`src/rtl/fcmd_pkg.sv`:
```
package fcmd_pkg;

    localparam int unsigned BYTE_W = 8;

    localparam logic [BYTE_W-1:0] CB_ARRAY     = 8'hFF;
    localparam logic [BYTE_W-1:0] CB_STATUS    = 8'h70;
    localparam logic [BYTE_W-1:0] CB_CLEAR     = 8'h50;
    localparam logic [BYTE_W-1:0] CB_PROG      = 8'h41;
    localparam logic [BYTE_W-1:0] CB_ERASE_BLK = 8'h20;
    localparam logic [BYTE_W-1:0] CB_ERASE_ALL = 8'hA7;
    localparam logic [BYTE_W-1:0] CB_LOCK      = 8'h77;
    localparam logic [BYTE_W-1:0] CB_CONFIRM   = 8'hD0;

    typedef enum logic [1:0] {
        OP_PROG      = 2'd0,
        OP_ERASE_BLK = 2'd1,
        OP_ERASE_ALL = 2'd2,
        OP_LOCK      = 2'd3
    } fop_e;

    typedef enum logic [2:0] {
        K_NONE,
        K_ARRAY,
        K_STATUS,
        K_CLEAR,
        K_PROG,
        K_TWO,
        K_CONFIRM
    } kind_e;

    typedef struct packed {
        kind_e kind;
        fop_e  op;
    } dec_t;

    typedef enum logic [1:0] {
        ST_IDLE,
        ST_DATA,
        ST_CONF,
        ST_BUSY
    } st_e;

    typedef struct packed {
        logic ready;
        logic err_erase;
        logic err_prog;
        logic overprog;
    } stat_t;

    function automatic dec_t decode_byte(input logic [BYTE_W-1:0] b);
        dec_t d;
        d.kind = K_NONE;
        d.op   = OP_PROG;
        case (b)
            CB_ARRAY:     d.kind = K_ARRAY;
            CB_STATUS:    d.kind = K_STATUS;
            CB_CLEAR:     d.kind = K_CLEAR;
            CB_PROG:      d.kind = K_PROG;
            CB_ERASE_BLK: begin d.kind = K_TWO; d.op = OP_ERASE_BLK; end
            CB_ERASE_ALL: begin d.kind = K_TWO; d.op = OP_ERASE_ALL; end
            CB_LOCK:      begin d.kind = K_TWO; d.op = OP_LOCK;      end
            CB_CONFIRM:   d.kind = K_CONFIRM;
            default:      d.kind = K_NONE;
        endcase
        return d;
    endfunction

    function automatic logic is_erase(input fop_e op);
        return (op == OP_ERASE_BLK) || (op == OP_ERASE_ALL);
    endfunction

    function automatic logic [BYTE_W-1:0] pack_status(input stat_t s);
        return {s.ready, 1'b0, s.err_erase, s.err_prog, s.overprog, 3'b000};
    endfunction

endpackage

```
`src/rtl/fcmd_decode.sv`:
```
module fcmd_decode
    import fcmd_pkg::*;
(
    input  logic [BYTE_W-1:0] byte_in,
    output dec_t              dec_out
);
    always_comb begin
        dec_out = decode_byte(byte_in);
    end
endmodule

```
`src/rtl/fcmd_status.sv`:
```
module fcmd_status
    import fcmd_pkg::*;
(
    input  logic              clk,
    input  logic              rst,
    input  logic              launch,
    input  logic              done_ok,
    input  fop_e              job_op,
    input  logic              job_fail,
    input  logic              job_ovp,
    input  logic              seq_err,
    input  logic              clr_req,
    output logic              blocked,
    output logic [BYTE_W-1:0] status_byte
);
    stat_t st_q;

    logic fail_erase;
    logic fail_prog;
    logic ovp_hit;

    always_comb begin
        fail_erase = done_ok && job_fail && is_erase(job_op);
        fail_prog  = done_ok && job_fail && !is_erase(job_op);
        ovp_hit    = done_ok && job_ovp && (job_op == OP_PROG);
    end

    always_ff @(posedge clk) begin
        if (rst) begin
            st_q.ready     <= 1'b1;
            st_q.err_erase <= 1'b0;
            st_q.err_prog  <= 1'b0;
            st_q.overprog  <= 1'b0;
        end else begin
            if (launch)
                st_q.ready <= 1'b0;
            else if (done_ok)
                st_q.ready <= 1'b1;

            if (clr_req)
                st_q.err_erase <= 1'b0;
            else if (seq_err || fail_erase)
                st_q.err_erase <= 1'b1;

            if (clr_req)
                st_q.err_prog <= 1'b0;
            else if (seq_err || fail_prog)
                st_q.err_prog <= 1'b1;

            if (clr_req)
                st_q.overprog <= 1'b0;
            else if (ovp_hit)
                st_q.overprog <= 1'b1;
        end
    end

    always_comb begin
        blocked     = st_q.err_erase || st_q.err_prog || st_q.overprog;
        status_byte = pack_status(st_q);
    end
endmodule

```
`src/rtl/fcmd_seq.sv`:
```
module fcmd_seq
    import fcmd_pkg::*;
#(
    parameter int unsigned ADDR_W = 16
) (
    input  logic              clk,
    input  logic              rst,
    input  logic              wr_en,
    input  logic [BYTE_W-1:0] wr_data,
    input  logic [ADDR_W-1:0] wr_addr,
    input  dec_t              dec,
    input  logic              blocked,
    input  logic              eng_done,
    output logic              launch,
    output logic              clr_req,
    output logic              seq_err,
    output logic              done_ok,
    output logic              rd_status,
    output logic              eng_start,
    output fop_e              eng_op,
    output logic [ADDR_W-1:0] eng_addr,
    output logic [BYTE_W-1:0] eng_data
);
    st_e  state_q;
    fop_e pend_op_q;

    logic idle_wr;
    logic data_wr;
    logic conf_wr;
    logic conf_go;
    logic conf_cancel;
    logic accept_prog;
    logic accept_two;

    always_comb begin
        idle_wr     = wr_en && (state_q == ST_IDLE);
        data_wr     = wr_en && (state_q == ST_DATA);
        conf_wr     = wr_en && (state_q == ST_CONF);
        conf_go     = conf_wr && (wr_data == CB_CONFIRM);
        conf_cancel = conf_wr && (wr_data == CB_ARRAY);
        accept_prog = idle_wr && (dec.kind == K_PROG) && !blocked;
        accept_two  = idle_wr && (dec.kind == K_TWO) && !blocked;
        launch      = data_wr || conf_go;
        clr_req     = idle_wr && (dec.kind == K_CLEAR);
        seq_err     = conf_wr && !conf_go && !conf_cancel;
        done_ok     = eng_done && (state_q == ST_BUSY);
    end

    always_ff @(posedge clk) begin
        if (rst) begin
            state_q   <= ST_IDLE;
            pend_op_q <= OP_PROG;
            rd_status <= 1'b0;
            eng_start <= 1'b0;
            eng_op    <= OP_PROG;
            eng_addr  <= '0;
            eng_data  <= '0;
        end else begin
            eng_start <= launch;
            if (launch)
                eng_addr <= wr_addr;
            if (data_wr) begin
                eng_op   <= OP_PROG;
                eng_data <= wr_data;
            end
            if (conf_go)
                eng_op <= pend_op_q;

            case (state_q)
                ST_IDLE: begin
                    if (idle_wr) begin
                        if (dec.kind == K_ARRAY)
                            rd_status <= 1'b0;
                        if (dec.kind == K_STATUS)
                            rd_status <= 1'b1;
                        if (accept_prog) begin
                            state_q   <= ST_DATA;
                            rd_status <= 1'b1;
                        end
                        if (accept_two) begin
                            state_q   <= ST_CONF;
                            pend_op_q <= dec.op;
                            rd_status <= 1'b1;
                        end
                    end
                end
                ST_DATA: begin
                    if (data_wr)
                        state_q <= ST_BUSY;
                end
                ST_CONF: begin
                    if (conf_go)
                        state_q <= ST_BUSY;
                    else if (conf_cancel) begin
                        state_q   <= ST_IDLE;
                        rd_status <= 1'b0;
                    end else if (conf_wr)
                        state_q <= ST_IDLE;
                end
                ST_BUSY: begin
                    if (done_ok)
                        state_q <= ST_IDLE;
                end
                default: state_q <= ST_IDLE;
            endcase
        end
    end
endmodule

```
`src/rtl/flash_cmd_ctrl.sv`:
```
module flash_cmd_ctrl
    import fcmd_pkg::*;
#(
    parameter int unsigned ADDR_W = 16
) (
    input  logic              clk,
    input  logic              rst,
    input  logic              wr_en,
    input  logic [7:0]        wr_data,
    input  logic [ADDR_W-1:0] wr_addr,
    output logic              rd_status,
    output logic [7:0]        status,
    output logic              eng_start,
    output logic [1:0]        eng_op,
    output logic [ADDR_W-1:0] eng_addr,
    output logic [7:0]        eng_data,
    input  logic              eng_done,
    input  logic              eng_fail,
    input  logic              eng_overprog
);
    dec_t dec;
    fop_e op_q;
    logic launch;
    logic clr_req;
    logic seq_err;
    logic done_ok;
    logic blocked;

    fcmd_decode u_dec (
        .byte_in (wr_data),
        .dec_out (dec)
    );

    fcmd_seq #(.ADDR_W(ADDR_W)) u_seq (
        .clk       (clk),
        .rst       (rst),
        .wr_en     (wr_en),
        .wr_data   (wr_data),
        .wr_addr   (wr_addr),
        .dec       (dec),
        .blocked   (blocked),
        .eng_done  (eng_done),
        .launch    (launch),
        .clr_req   (clr_req),
        .seq_err   (seq_err),
        .done_ok   (done_ok),
        .rd_status (rd_status),
        .eng_start (eng_start),
        .eng_op    (op_q),
        .eng_addr  (eng_addr),
        .eng_data  (eng_data)
    );

    fcmd_status u_stat (
        .clk         (clk),
        .rst         (rst),
        .launch      (launch),
        .done_ok     (done_ok),
        .job_op      (op_q),
        .job_fail    (eng_fail),
        .job_ovp     (eng_overprog),
        .seq_err     (seq_err),
        .clr_req     (clr_req),
        .blocked     (blocked),
        .status_byte (status)
    );

    assign eng_op = op_q;
endmodule

```
`config.mk`:
```
export PLATFORM = sky130hd
export DESIGN_NAME = flash_cmd_ctrl
export DESIGN_NICKNAME = d
export VERILOG_FILES = /design/src/rtl/fcmd_pkg.sv /design/src/rtl/fcmd_decode.sv /design/src/rtl/fcmd_status.sv /design/src/rtl/fcmd_seq.sv /design/src/rtl/flash_cmd_ctrl.sv
export SDC_FILE = /design/constraint.sdc
export NUM_CORES = 1
export LEC_CHECK = 0
export BUFFER_PORTS_ARGS = -buffer_cell sky130_fd_sc_hd__buf_4
export CAP_MARGIN = 40
export CORE_UTILIZATION = 52
export CTS_CLUSTER_SIZE = 16
export DETAILED_ROUTE_END_ITERATION = 6
export GPL_ROUTABILITY_DRIVEN = 0
export GPL_TIMING_DRIVEN = 0
export PLACE_DENSITY_LB_ADDON = 0.2
export SYNTH_ARGS = -nofsm -noshare
export SYNTH_HDL_FRONTEND = slang
export SYNTH_HIERARCHICAL = 1
export SYNTH_SLANG_ARGS = --single-unit
export TNS_END_PERCENT = 20
```
`constraint.sdc`:
```
create_clock -name clk -period 3 [get_ports clk]
set_input_delay 0.45 -clock clk [delete_from_list [all_inputs] [get_ports clk]]
set_output_delay 0.45 -clock clk [all_outputs]
set_load 0.03 [all_outputs]
```
# Word level (Yosys, flattened, before mapping)
# Index checks and enable logic that the tools add are counted.
# Widths: inputs -> output; s select.
classes:
  muxes: 23
  reduce_logical: 38
  eq_ne: 26
ops:
  columns: ["cell", "count"]
  rows:
  - ["$eq 8x7->1 const B", 4]
  - ["$eq 8x8->1 const B", 3]
  - ["$mux 2", 10]
  - ["$logic_and 1x1->1", 18]
  - ["$pmux 3 s6", 1]
  - ["$reduce_and 5->1", 2]
  - ["$mux 1", 9]
  - ["$eq 8x6->1 const B", 1]
  - ["$ne 2x1->1 const B", 4]
  - ["$pmux 2 s4", 1]
  - ["$eq 2x2->1 const B", 3]
  - ["$eq 3x2->1 const B", 2]
  - ["$eq 3x3->1 const B", 2]
  - ["$logic_or 1x1->1", 6]
  - ["$pmux 2 s3", 1]
  - ["$reduce_bool 2->1", 3]
  - ["$ne 5x3->1 const B", 1]
  - ["$eq 2x1->1 const B", 2]
  - ["$logic_not 1->1", 4]
  - ["$logic_not 2->1", 2]
  - ["$ne 4x1->1 const B", 1]
  - ["$eq 3x1->1 const B", 1]
  - ["$ne 3x1->1 const B", 1]
  - ["$reduce_and 3->1", 1]
  - ["other kinds (4)", 4]
word_totals:
  inputBits: 30
  reg_bits: 36
  wordCells: 98
  output_inout_bits: 36

# Depth between registers and ports, before layout
logic_depth:
  depth_word: 10
  ltp_mapped: 8

# By module
# The synthesis kept the hierarchy.
by_module_without_submodules:
  columns: ["module", "cells_each", "n_inst", "area_per_inst_um2", "seq_area_each_um2"]
  rows:
  - ["fcmd_seq", 233, 1, 1831.8, 640.6]
  - ["fcmd_status", 22, 1, 200.2, 80.1]
  - ["fcmd_decode", 26, 1, 166.4, 0.0]

# Worst setup path after synthesis
# No wires, ideal clock.
synth_path:
  kind: "input to register"
  from: "in wr_data[1]"
  to: "reg u_seq.eng_addr[0]"
  required_time_ps: 2878
  n_path_buf: 3
  path_stages: 7
  arrival_time_ps: 2188
  setup_slack_ps: 690
  setup_time_ps: 122
  cell_sequence: "or4_4 -> or3_1 -> buf_2 -> and3b_1 -> buf_6 -> buf_8 -> a221o_1"
synth_between:
  elab_chain_cells: 3
synth_lines:
  columns: ["item", "line", "rtl"]
  rows:
  - ["start, declared", "flash_cmd_ctrl.sv:9", "input logic [7:0] wr_data,"]
  - ["$eq 8x8->1", "fcmd_seq.sv:39", "conf_go = conf_wr && (wr_data == CB_CONFIRM);"]
  - ["$logic_and 1x1->1", "fcmd_seq.sv:39", null]
  - ["$logic_or 1x1->1", "fcmd_seq.sv:43", "launch = data_wr || conf_go;"]
  - ["end signal, assigned", "fcmd_seq.sv:61", "eng_addr <= wr_addr;"]
  - ["end, declared", "fcmd_seq.sv:21", "output logic [ADDR_W-1:0] eng_addr,"]
# No other way between the ends.
# A chain may end at the register's enable or synchronous reset.

# Final worst setup path
layout_path:
  from: "in wr_data[1]"
  to: "reg u_seq.eng_addr[2]"
# Same word-level chain as after synthesis.

==> impl_results.md <==
* Met3 Use GR at about 4.8%
* EDFF count, synth at 0
* Worst setup SP type: input port
* Final hold viol count at 0
* Met1 usage at 31.9%
* Postcts setup bufs at 0
* First-pass GRT wire length at about 9100 um
* CP max-delay cell: nor3_1
* I/O pin total at between 60 and 70
* Number of global-route vias before repair at 2093
* Setup TNS at 0 ns
* Via Count at 2380
* Routed wire per std cell at 14.6 um
* Main flop type after synthesis: dfxtp_1
* Die Ht at about 67 um
* Met2 global-route usage at between 40 and 50%
* Area growth from synthesis to layout at 28.7%
* PwrDens at 364 nW/um^2
* Post-route antenna net violation count at 0
* Clock buffer depth at 2
* Buffers on Ports at 60
* WL final at 5890 um
* Crit path DAT at 2.62 ns
* Peak VDD IR at approximately 0.22 mV
* Syn Area/Cell at ~8 sq um
* Initial DRC Count at approximately 270
* Delay of the slowest cell on the worst path at 0.72 ns
* DRC at 0
* Crit Path Class: in -> reg
* Worst path cell trace: buf_4 > or4_4 > or3_1 > buf_2 > nor3_1 > a221o_1
* Post-synth top area share at 32.8%
* CTS H-tree depth at 2
* CTS sink count at 36
* RSZ-0062 raised after global routing: no
* Grt total ovfl at 0
* Post-synthesis cell type count at 48
* TritonCTS Buffers at 5
* Post-synthesis cell area at around 2200 sq um
* Final Hold Slack at 0.345 ns
* CTS root buf: clkbuf_8
* Initial Util at between 50 and 60%
* Ys async rst share at 0%
* Clk pin slew, worst setup/hold paths at 0.08 ns
* Final period util at 79.5%
* Setup Skew at 0.0108 ns
* Post-synth top cells: dfxtp_1, nand2_1, a21oi_1
* Pin count of the biggest net entering global routing at 12
* Tot GR Track Use at a little over a quarter
* MaxCap Viol Count at 0
* Register Area at 721 sq um
* Fillers at 377
* HPWL after DPL at 4250 um
* Yosys reg bits at 36
* Synth area leader: dfxtp_1
* Hold Buf Count CTS at 0
* Setup crit end kind: flop
* Multi-input logic area at about 1300 sq um
* Fmax at 419 MHz
* Vias per cell at 5.92
* Max_slew headroom at 37.1%
* Least-Margin Pin Slew at 0.936 ns
* Critical path data required time at 3.24 ns
* Die W at 67.0 um
* Hold/Removal Path Class: in -> reg
* Initial antenna violation count at 0
* Antenna Cells at 0
* Status: completed
* Cell with the most instances after synthesis: dfxtp_1
* Final max-slew violation count at 0
* Synth area leaders: dfxtp_1, a221o_1, a21oi_1
* CTS tree: built
* Final net count at 382
* Max FO, Critical Path at 7
* Fraction of layout cells with a size suffix above 1 at 23.0%
* Synth Warn # at 6
* Core footprint at 4030 sq um
* Post-cts repair resize count at 0
* Most Used Layer, Global Route: met2
* Sequential area share after synthesis at 32.8%
* Pleak at 1.12 nW
* DR pass1 iterations at 5
* Post-Synthesis Cells at 281
* Post-route minimum period at 2.39 ns
* Rows at 23
* Worst-skew pair later-pin latency at 0.29 ns
* # setup viols final at 0
* Die ar. at 4490 sq um
## path summary, 6_finish.rpt
| kind | from | endpoint | slack, ns | cells past startpoint |
|---|---|---|---|---|
| setup / recovery | wr_data[1] | u_seq/eng_addr[2] | 0.61 | 6 |
| hold / removal | rst | u_stat/status_byte[4] | 0.35 | 2 |
| setup reg to reg | u_seq/state_q[1] | u_seq/eng_start | 1.00 | 5 |
| hold reg to reg | u_seq/eng_data[1] | u_seq/eng_data[1] | 0.45 | 2 |
## registers in the layout (all words and copies together), names as in the netlist
register and cells:
u_seq/eng_data 8, u_seq/rd_status 1, u_stat/status_byte 4, u_seq/eng_start 1
u_seq/pend_op_q 2, u_seq/state_q 2, u_seq/eng_addr 16, u_seq/eng_op 2
## critical path: cells and delay by family
| family | cells | cell delay (ns) |
|---|---|---|
| compound gates | 1 | 0.27 |
| buf+inv | 2 | 0.30 |
| simple gates | 3 | 1.59 |
## cells in the final DEF, fill, tap and decap left out, types with 4 or more instances in the layout
master	n
nor4_1	4
a21oi_1	31
nand3_1	23
nor3_1	6
nor2_1	9
nand2_1	35
a221o_1	16
nand2b_1	19
and2_1	8
clkbuf_1	20
buf_4	64
conb_1	4
a21o_1	16
dfxtp_1	36
o211ai_1	4
clkbuf_8	5
## logic make-up (layout without fill, tap and decap cells)
group / Yosys count / count (layout) / synth area share, %
compound gates: 84 / 84 / 27.3
fa+ha+maj: 1 / 1 / 0.569
buf+inv: 30 / 98 / 7.06
flops: 36 / 36 / 32.8
mux: 2 / 2 / 0.911
other cells: 1 / 4 / 0.171
simple gates: 127 / 127 / 31.2
## through the flow
step	setup WS [ns]	total power [W]	instance area (sq um)	std cells	util (%)
floorplan	0.690	0.000561	2210	284	-
global placement	0.400	0.000618	2720	394	67.6
detailed placement	0.369	0.000621	2720	394	67.6
CTS	0.674	0.00104	2830	402	70.2
global route	0.517	0.00107	2830	402	70.2
finish	0.614	0.00103	2830	402	70.2
## area by class of cell
class,instances,area share (%)
buffer,27,5.08
sequential,36,25.5
clock buffer,6,2.56
inverter,3,0.398
tap,50,2.21
timing repair buffer,60,15.9
clock inverter,2,1.24
multi-input combinational,218,47.1
## where the power goes
group	leakage, nW	switching, W	internal, W
sequential	0.290	0.00000327	0.000481
combinational	0.778	0.0000715	0.0000551
clock	0.0552	0.000173	0.000247
## routing by layer
| layer | vias to the layer above | wire length [um] |
|---|---|---|
| met1 | 1116 | 2500 |
| li1 | 1157 | - |
| met2 | 96 | 2900 |
| met3 | 11 | 371 |
| met4 | 0 | 108 |
| met5 | - | 0 |
No activity file was read; power rests on OpenSTA's default activity.
